## config.mk

```make
export PLATFORM = sky130hd
export DESIGN_NAME = afsk_tone_mod
export DESIGN_NICKNAME = d
export VERILOG_FILES = /design/src/rtl/afsk_pkg.sv /design/src/rtl/afsk_pacer.sv /design/src/rtl/afsk_bit_serializer.sv /design/src/rtl/afsk_nco.sv /design/src/rtl/afsk_tone_mod.sv
export SDC_FILE = /design/constraint.sdc
export NUM_CORES = 1
export LEC_CHECK = 0
export BUFFER_PORTS_ARGS = -buffer_cell sky130_fd_sc_hd__buf_4
export CORE_UTILIZATION = 57
export CTS_CLUSTER_DIAMETER = 60
export DETAILED_ROUTE_END_ITERATION = 8
export PLACE_DENSITY = 0.78
export SETUP_SLACK_MARGIN = 0.05
export SYNTH_ARGS = -nofsm -noshare
export SYNTH_HDL_FRONTEND = slang
export SYNTH_SLANG_ARGS = --single-unit
export TNS_END_PERCENT = 5
```

## constraint.sdc

```tcl
create_clock -name clk -period 11.23 [get_ports clk]
set_input_delay 1.123 -clock clk [delete_from_list [all_inputs] [get_ports clk]]
set_output_delay 1.123 -clock clk [all_outputs]
set_load 0.1 [all_outputs]
```

## src/rtl/afsk_pkg.sv

```systemverilog
package afsk_pkg;

  typedef enum logic [1:0] {
    ST_IDLE   = 2'd0,
    ST_SETTLE = 2'd1,
    ST_RUN    = 2'd2
  } mod_state_e;

  // Parabolic half-wave per half cycle: 512 points, 0..254, centred on 127.
  function automatic logic [7:0] wave_sample(input logic [8:0] idx);
    logic [21:0] h;
    logic [21:0] prod;
    logic [7:0]  amp;
    h    = {14'd0, idx[7:0]};
    prod = h * (22'd256 - h) * 22'd127;
    amp  = 8'(prod >> 14);
    wave_sample = idx[8] ? (8'd127 - amp) : (8'd127 + amp);
  endfunction

endpackage

```

## src/rtl/afsk_pacer.sv

```systemverilog
module afsk_pacer #(
  parameter int CLK_DIV    = 256,
  parameter int SETTLE_CYC = 80000
) (
  input  logic clk,
  input  logic rst_n,
  input  logic arm_i,
  input  logic run_i,
  output logic settle_done_o,
  output logic strobe_o
);
  localparam int SW = $clog2(SETTLE_CYC + 1);
  localparam int DW = (CLK_DIV > 2) ? $clog2(CLK_DIV) : 1;

  logic [SW-1:0] settle_cnt;
  logic          settle_act;
  logic [DW-1:0] div_cnt;

  assign settle_done_o = settle_act && (settle_cnt == '0);
  assign strobe_o      = run_i && (div_cnt == DW'(CLK_DIV - 1));

  always_ff @(posedge clk or negedge rst_n) begin
    if (!rst_n) begin
      settle_act <= 1'b0;
      settle_cnt <= '0;
    end else if (arm_i) begin
      settle_act <= 1'b1;
      settle_cnt <= SW'(SETTLE_CYC - 1);
    end else if (settle_act) begin
      if (settle_cnt == '0) settle_act <= 1'b0;
      else                  settle_cnt <= settle_cnt - 1'b1;
    end
  end

  always_ff @(posedge clk or negedge rst_n) begin
    if (!rst_n)        div_cnt <= '0;
    else if (!run_i)   div_cnt <= '0;
    else if (strobe_o) div_cnt <= '0;
    else               div_cnt <= div_cnt + 1'b1;
  end


  strobe_gap_chk: assert property (@(posedge clk) disable iff (!rst_n)
    strobe_o |=> !strobe_o);


  div_range_chk: assert property (@(posedge clk) disable iff (!rst_n)
    div_cnt <= DW'(CLK_DIV - 1));

endmodule

```

## src/rtl/afsk_bit_serializer.sv

```systemverilog
module afsk_bit_serializer #(
  parameter int LEN_W           = 16,
  parameter int SAMPLES_PER_BIT = 36
) (
  input  logic             clk,
  input  logic             rst_n,
  input  logic             load_i,
  input  logic [LEN_W-1:0] frame_bits_i,
  input  logic             adv_i,
  output logic [LEN_W-4:0] rd_addr_o,
  input  logic [7:0]       rd_data_i,
  output logic             bit_o,
  output logic             first_o,
  output logic             last_o
);
  localparam int CW = $clog2(SAMPLES_PER_BIT);

  logic [LEN_W-1:0] bit_pos;
  logic [LEN_W-1:0] len_q;
  logic [CW-1:0]    sample_idx;
  logic [7:0]       held;
  logic [7:0]       byte_now;

  assign byte_now  = (bit_pos[2:0] == 3'd0) ? rd_data_i : {1'b0, held[7:1]};
  assign bit_o     = byte_now[0];
  assign first_o   = (sample_idx == '0);
  assign last_o    = (bit_pos == len_q);
  assign rd_addr_o = bit_pos[LEN_W-1:3];

  always_ff @(posedge clk or negedge rst_n) begin
    if (!rst_n) begin
      bit_pos    <= '0;
      len_q      <= '0;
      sample_idx <= '0;
      held       <= '0;
    end else if (load_i) begin
      bit_pos    <= '0;
      len_q      <= frame_bits_i;
      sample_idx <= '0;
      held       <= '0;
    end else if (adv_i) begin
      if (first_o) held <= byte_now;
      if (sample_idx == CW'(SAMPLES_PER_BIT - 1)) begin
        sample_idx <= '0;
        bit_pos    <= bit_pos + 1'b1;
      end else begin
        sample_idx <= sample_idx + 1'b1;
      end
    end
  end


  bit_span_chk: assert property (@(posedge clk) disable iff (!rst_n)
    (adv_i && !load_i && sample_idx == CW'(SAMPLES_PER_BIT - 1))
      |=> (sample_idx == '0 && bit_pos == $past(bit_pos) + 1'b1));


  pos_bound_chk: assert property (@(posedge clk) disable iff (!rst_n)
    bit_pos <= len_q);


  no_adv_past_end_chk: assert property (@(posedge clk) disable iff (!rst_n)
    adv_i |-> !last_o);

endmodule

```

## src/rtl/afsk_nco.sv

```systemverilog
module afsk_nco #(
  parameter int         PH_W      = 16,
  parameter int         MARK_INC  = 1800,
  parameter int         SPACE_INC = 3300,
  parameter logic [7:0] PARK      = 8'h80
) (
  input  logic       clk,
  input  logic       rst_n,
  input  logic       load_i,
  input  logic       step_i,
  input  logic       toggle_i,
  input  logic       park_i,
  output logic [7:0] sample_o
);
  import afsk_pkg::*;

  localparam logic [PH_W-1:0] MARK_V  = PH_W'(MARK_INC);
  localparam logic [PH_W-1:0] SPACE_V = PH_W'(SPACE_INC);
  localparam logic [PH_W-1:0] FLIP    = MARK_V ^ SPACE_V;

  logic [PH_W-1:0] phase;
  logic [PH_W-1:0] inc;
  logic [PH_W-1:0] inc_n;
  logic [PH_W-1:0] phase_n;

  assign inc_n   = toggle_i ? (inc ^ FLIP) : inc;
  assign phase_n = phase + inc_n;

  always_ff @(posedge clk or negedge rst_n) begin
    if (!rst_n) begin
      phase    <= '0;
      inc      <= MARK_V;
      sample_o <= PARK;
    end else if (load_i) begin
      phase <= '0;
      inc   <= MARK_V;
    end else if (park_i) begin
      sample_o <= PARK;
    end else if (step_i) begin
      inc      <= inc_n;
      phase    <= phase_n;
      sample_o <= wave_sample(phase_n[PH_W-1:PH_W-9]);
    end
  end


  inc_legal_chk: assert property (@(posedge clk) disable iff (!rst_n)
    (inc == MARK_V) || (inc == SPACE_V));


  inc_keep_chk: assert property (@(posedge clk) disable iff (!rst_n)
    (step_i && !toggle_i && !load_i && !park_i) |=> inc == $past(inc));

endmodule

```

## src/rtl/afsk_tone_mod.sv

```systemverilog
module afsk_tone_mod #(
  parameter int LEN_W           = 16,
  parameter int CLK_DIV         = 256,
  parameter int SETTLE_CYC      = 80000,
  parameter int SAMPLES_PER_BIT = 36,
  parameter int MARK_INC        = 1800,
  parameter int SPACE_INC       = 3300
) (
  input  logic             clk,
  input  logic             rst_n,
  input  logic             start_i,
  input  logic [LEN_W-1:0] frame_bits_i,
  output logic [LEN_W-4:0] rd_addr_o,
  input  logic [7:0]       rd_data_i,
  output logic [7:0]       sample_data_o,
  output logic             sample_valid_o,
  input  logic             sample_ready_i,
  output logic             ptt_o,
  output logic             busy_o
);
  import afsk_pkg::*;

  localparam logic [7:0] PARK = 8'h80;

  mod_state_e state_q;
  logic       accept_start;
  logic       settle_done;
  logic       strobe;
  logic       tick;
  logic       fin;
  logic       step;
  logic       cur_bit;
  logic       first_sample;
  logic       last_bit;
  logic       ptt_q;
  logic       valid_q;

  assign accept_start = (state_q == ST_IDLE) && start_i;
  assign tick         = strobe && (!valid_q || sample_ready_i);
  assign fin          = tick && last_bit;
  assign step         = tick && !last_bit;

  afsk_pacer #(
    .CLK_DIV    (CLK_DIV),
    .SETTLE_CYC (SETTLE_CYC)
  ) u_pacer (
    .clk           (clk),
    .rst_n         (rst_n),
    .arm_i         (accept_start),
    .run_i         (state_q == ST_RUN),
    .settle_done_o (settle_done),
    .strobe_o      (strobe)
  );

  afsk_bit_serializer #(
    .LEN_W           (LEN_W),
    .SAMPLES_PER_BIT (SAMPLES_PER_BIT)
  ) u_ser (
    .clk          (clk),
    .rst_n        (rst_n),
    .load_i       (accept_start),
    .frame_bits_i (frame_bits_i),
    .adv_i        (step),
    .rd_addr_o    (rd_addr_o),
    .rd_data_i    (rd_data_i),
    .bit_o        (cur_bit),
    .first_o      (first_sample),
    .last_o       (last_bit)
  );

  afsk_nco #(
    .PH_W      (16),
    .MARK_INC  (MARK_INC),
    .SPACE_INC (SPACE_INC),
    .PARK      (PARK)
  ) u_nco (
    .clk      (clk),
    .rst_n    (rst_n),
    .load_i   (accept_start),
    .step_i   (step),
    .toggle_i (first_sample && !cur_bit),
    .park_i   (fin),
    .sample_o (sample_data_o)
  );

  always_ff @(posedge clk or negedge rst_n) begin
    if (!rst_n) begin
      state_q <= ST_IDLE;
      ptt_q   <= 1'b0;
    end else begin
      case (state_q)
        ST_IDLE: if (start_i) begin
          state_q <= ST_SETTLE;
          ptt_q   <= 1'b1;
        end
        ST_SETTLE: if (settle_done) state_q <= ST_RUN;
        ST_RUN: if (fin) begin
          state_q <= ST_IDLE;
          ptt_q   <= 1'b0;
        end
        default: state_q <= ST_IDLE;
      endcase
    end
  end

  always_ff @(posedge clk or negedge rst_n) begin
    if (!rst_n)              valid_q <= 1'b0;
    else if (fin)            valid_q <= 1'b0;
    else if (step)           valid_q <= 1'b1;
    else if (sample_ready_i) valid_q <= 1'b0;
  end

  assign sample_valid_o = valid_q;
  assign ptt_o          = ptt_q;
  assign busy_o         = (state_q != ST_IDLE);


  ptt_in_frame_chk: assert property (@(posedge clk) disable iff (!rst_n)
    ptt_o |-> busy_o);


  valid_hold_chk: assert property (@(posedge clk) disable iff (!rst_n)
    (sample_valid_o && !sample_ready_i)
      |=> (sample_valid_o && $stable(sample_data_o)));


  park_chk: assert property (@(posedge clk) disable iff (!rst_n)
    $fell(busy_o) |-> (sample_data_o == PARK && !sample_valid_o && !ptt_o));


  start_ignored_chk: assert property (@(posedge clk) disable iff (!rst_n)
    (state_q == ST_RUN && start_i && !fin) |=> state_q == ST_RUN);


  no_sample_in_settle_chk: assert property (@(posedge clk) disable iff (!rst_n)
    (state_q == ST_SETTLE) |-> !sample_valid_o);

endmodule

```

==> qor.csv <==
metric;value;unit
multi_input_area;7640;um^2
worst_pin_slew;1.06;ns
antenna_found_initial;0;
cts_tree;yes;
cpMostUsedCell;fa_1;
viasPerCell;5.52;
drv_slew;0;
violations;setup timing;
area_delta_synth_final;23.4;%
synth_common_cells;155 x inv_1, 136 x nand2_1, 116 x nor2_1;
grt_pass1_wl;39.9;mm
crit_arrival;11.52;ns
dp.cells;1517;
num_rows;49;
r2r_setup_slack;-0.008;ns
core_area;18000;um^2
clkLatencyLatePin;0.35;ns
final-instance-count-excl-fill;1561;
grt_max_degree;62;
synth_area;10500;um^2
grt_usage;25.3;%
fin_nets;1554;
dp.final_hpwl;18.1;mm
clockBufferDepth;2;
drive_gt1_share;25.2;%
worstSetupPathType;reg -> reg;
final-seq-area;2660;um^2
ios;52;
fmax;0.0890;GHz
required;11.51;ns
fillers;1261;
rsz0062_at_grt;yes;
syn_inst;1158;
stdcell_area;13000;um^2
maxCapViolCount;0;
seq_area_frac_synth;25.2;%
cpMaxStageDelayCell;fa_1;
synthDistinctLibCells;74;
vias;8619;
setup_viol;1;
ant_nets;0;
hold_viol_final;0;
syn_area_per_cell;9.11;um^2
skew;0.00968;ns
cp-end-kind;flip-flop;
drt_wl_total;24.6;mm
synth.top_cell.area_share;24.0;%
synth_top_area_cell;dfrtp_1;
worstHoldPathType;reg -> reg;
cts_root_buf;clkbuf_16;
drc;0;
synth_enable_flop_cells;0;
gp_congestion;0.909;
netlist_top_cells_area;dfrtp_1 24%, fa_1 18%, ha_1 12%, inv_1 5.5%, nand2_1 4.8%;
fin_crit_sh;100;%
post-route-min-period;11.24;ns
clock_sinks;106;
worst_slew_margin_rel;29.2;%
yosysMostFrequentCell;inv_1;
htreeDepth;3;
clkTransAtPathRegs;0.07;ns
die_x;138;um
hold_buffers;0;
drt_iter0_markers;464;
chipHeight;138;um
start_util;58.5;%
post_drt_wl_per_cell;15.7;um
port_buffers;51;
setup_slack;-0.00758;ns
synth_seq_cells;106;
async_flop_share;100;%
critical_path_peak_fanout;6;
drt-pass1-iter-count;5;
grt_pass1_vias;8695;
numCtsBuffers;9;
diodes;0;
setup-tns-final;-0.00758;ns
synth_flop_cell;dfrtp_1;
status;complete, but fails checks;
placed_area;12200;um^2
yosys_warnings;0;
worst_setup_path_start_kind;flip-flop;
grt.overflow.total;0;
die_area;19000;um^2
critical_path.max_stage_delay;0.58;ns
==> metal layers <==
metal | global-route usage [%] | wire length [um]
met1 | 34.1 | 10500
met2 | 43.1 | 12200
met3 | 3.71 | 1160
met4 | 6.07 | 706
met5 | 0 | 0
==> state kept, by name (all words and copies together), names as in the netlist <==
name,flops
ptt_o,1
sample_valid_o,1
state_q,2
u_nco.inc,9
u_nco.phase,14
u_nco.sample_o,8
u_pacer.div_cnt,8
u_pacer.settle_act,1
u_pacer.settle_cnt,17
u_ser.bit_pos,16
u_ser.held,7
u_ser.len_q,16
u_ser.sample_idx,6
==> cell families after synthesis <==
group / Yosys count / share of synthesized area [%]
AOI/OAI and AO/OA: 142 / 9.53
xor gates and xnor gates: 108 / 9.42
adders and majority gates: 199 / 30.3
buffers and inverters: 200 / 7.61
DFF: 106 / 25.2
muxes: 10 / 0.949
other: 2 / 0.0712
and+or+nand+nor: 391 / 16.9
==> metrics by stage <==
stage          worst slack, ns  hold WS [ns]  utilization, %
3_3_place_gp            -0.129         0.467            67.5
4_1_cts                 0.0667         0.491            70.4
5_1_grt                 -0.436         0.519            72.2
2_1_floorplan           0.0552         0.448               -
3_5_place_dp            -0.423         0.475            67.5
6_report              -0.00758         0.494            72.2
==> final cells by class <==
type                    instances  share of cell area (%)
inverters                     157                    4.58
well taps                     229                    2.20
flip-flops and latches        106                    20.4
multi-input cells             857                    58.7
clock inverters                 5                   0.663
clock buffers                  11                    1.86
repair buffers                196                    11.5
==> layout by cell type, fill, tap and decap left out, types with 9 or more instances in the layout <==
cell	n
a211oi_1	9
a21o_1	10
a21oi_1	30
and3_1	14
buf_4	191
clkbuf_16	9
dfrtp_1	99
fa_1	94
ha_1	91
ha_4	13
inv_1	139
inv_2	16
mux2i_1	10
nand2_1	132
nand3_1	36
nor2_1	109
nor2b_1	10
nor3_1	13
o21ai_0	31
or2_2	10
xnor2_1	47
xor2_1	42
xor2_2	9
==> repair_timing <==
action                     CTS  global route
gates resized for setup     18            47
setup endpoints to repair    6             7
pin swaps                   16            49
buffers inserted            14            14
==> worst max-delay path: cells and delay by family (launching register included) <==
kind | cells | cell delay [ns]
simple gates | 8 | 1.58
flops | 1 | 0.45
compound gates | 12 | 1.99
xor+xnor | 4 | 0.82
buf+inv | 12 | 1.06
fa+ha+maj | 12 | 5.25
==> path summary, 6_finish.rpt <==
kind	startpoint	endpoint	cells past startpoint
min in group asynchronous	rst_n	u_ser.held[4]$_DFFE_PN0P_	1
max	u_ser.sample_idx[2]$_DFFE_PN0P_	u_nco.sample_o[7]$_DFFE_PN1P_	48
min reg2reg	u_nco.sample_o[1]$_DFFE_PN0P_	u_nco.sample_o[1]$_DFFE_PN0P_	2
max in group asynchronous	rst_n	u_ser.sample_idx[3]$_DFFE_PN0P_	2
max reg2reg	u_ser.sample_idx[2]$_DFFE_PN0P_	u_nco.sample_o[7]$_DFFE_PN1P_	48
min	u_nco.sample_o[1]$_DFFE_PN0P_	u_nco.sample_o[1]$_DFFE_PN0P_	2
Power is left out: the tool's default activity adds up to more than one toggle a clock period on the data nets, which glitch-free logic cannot reach.
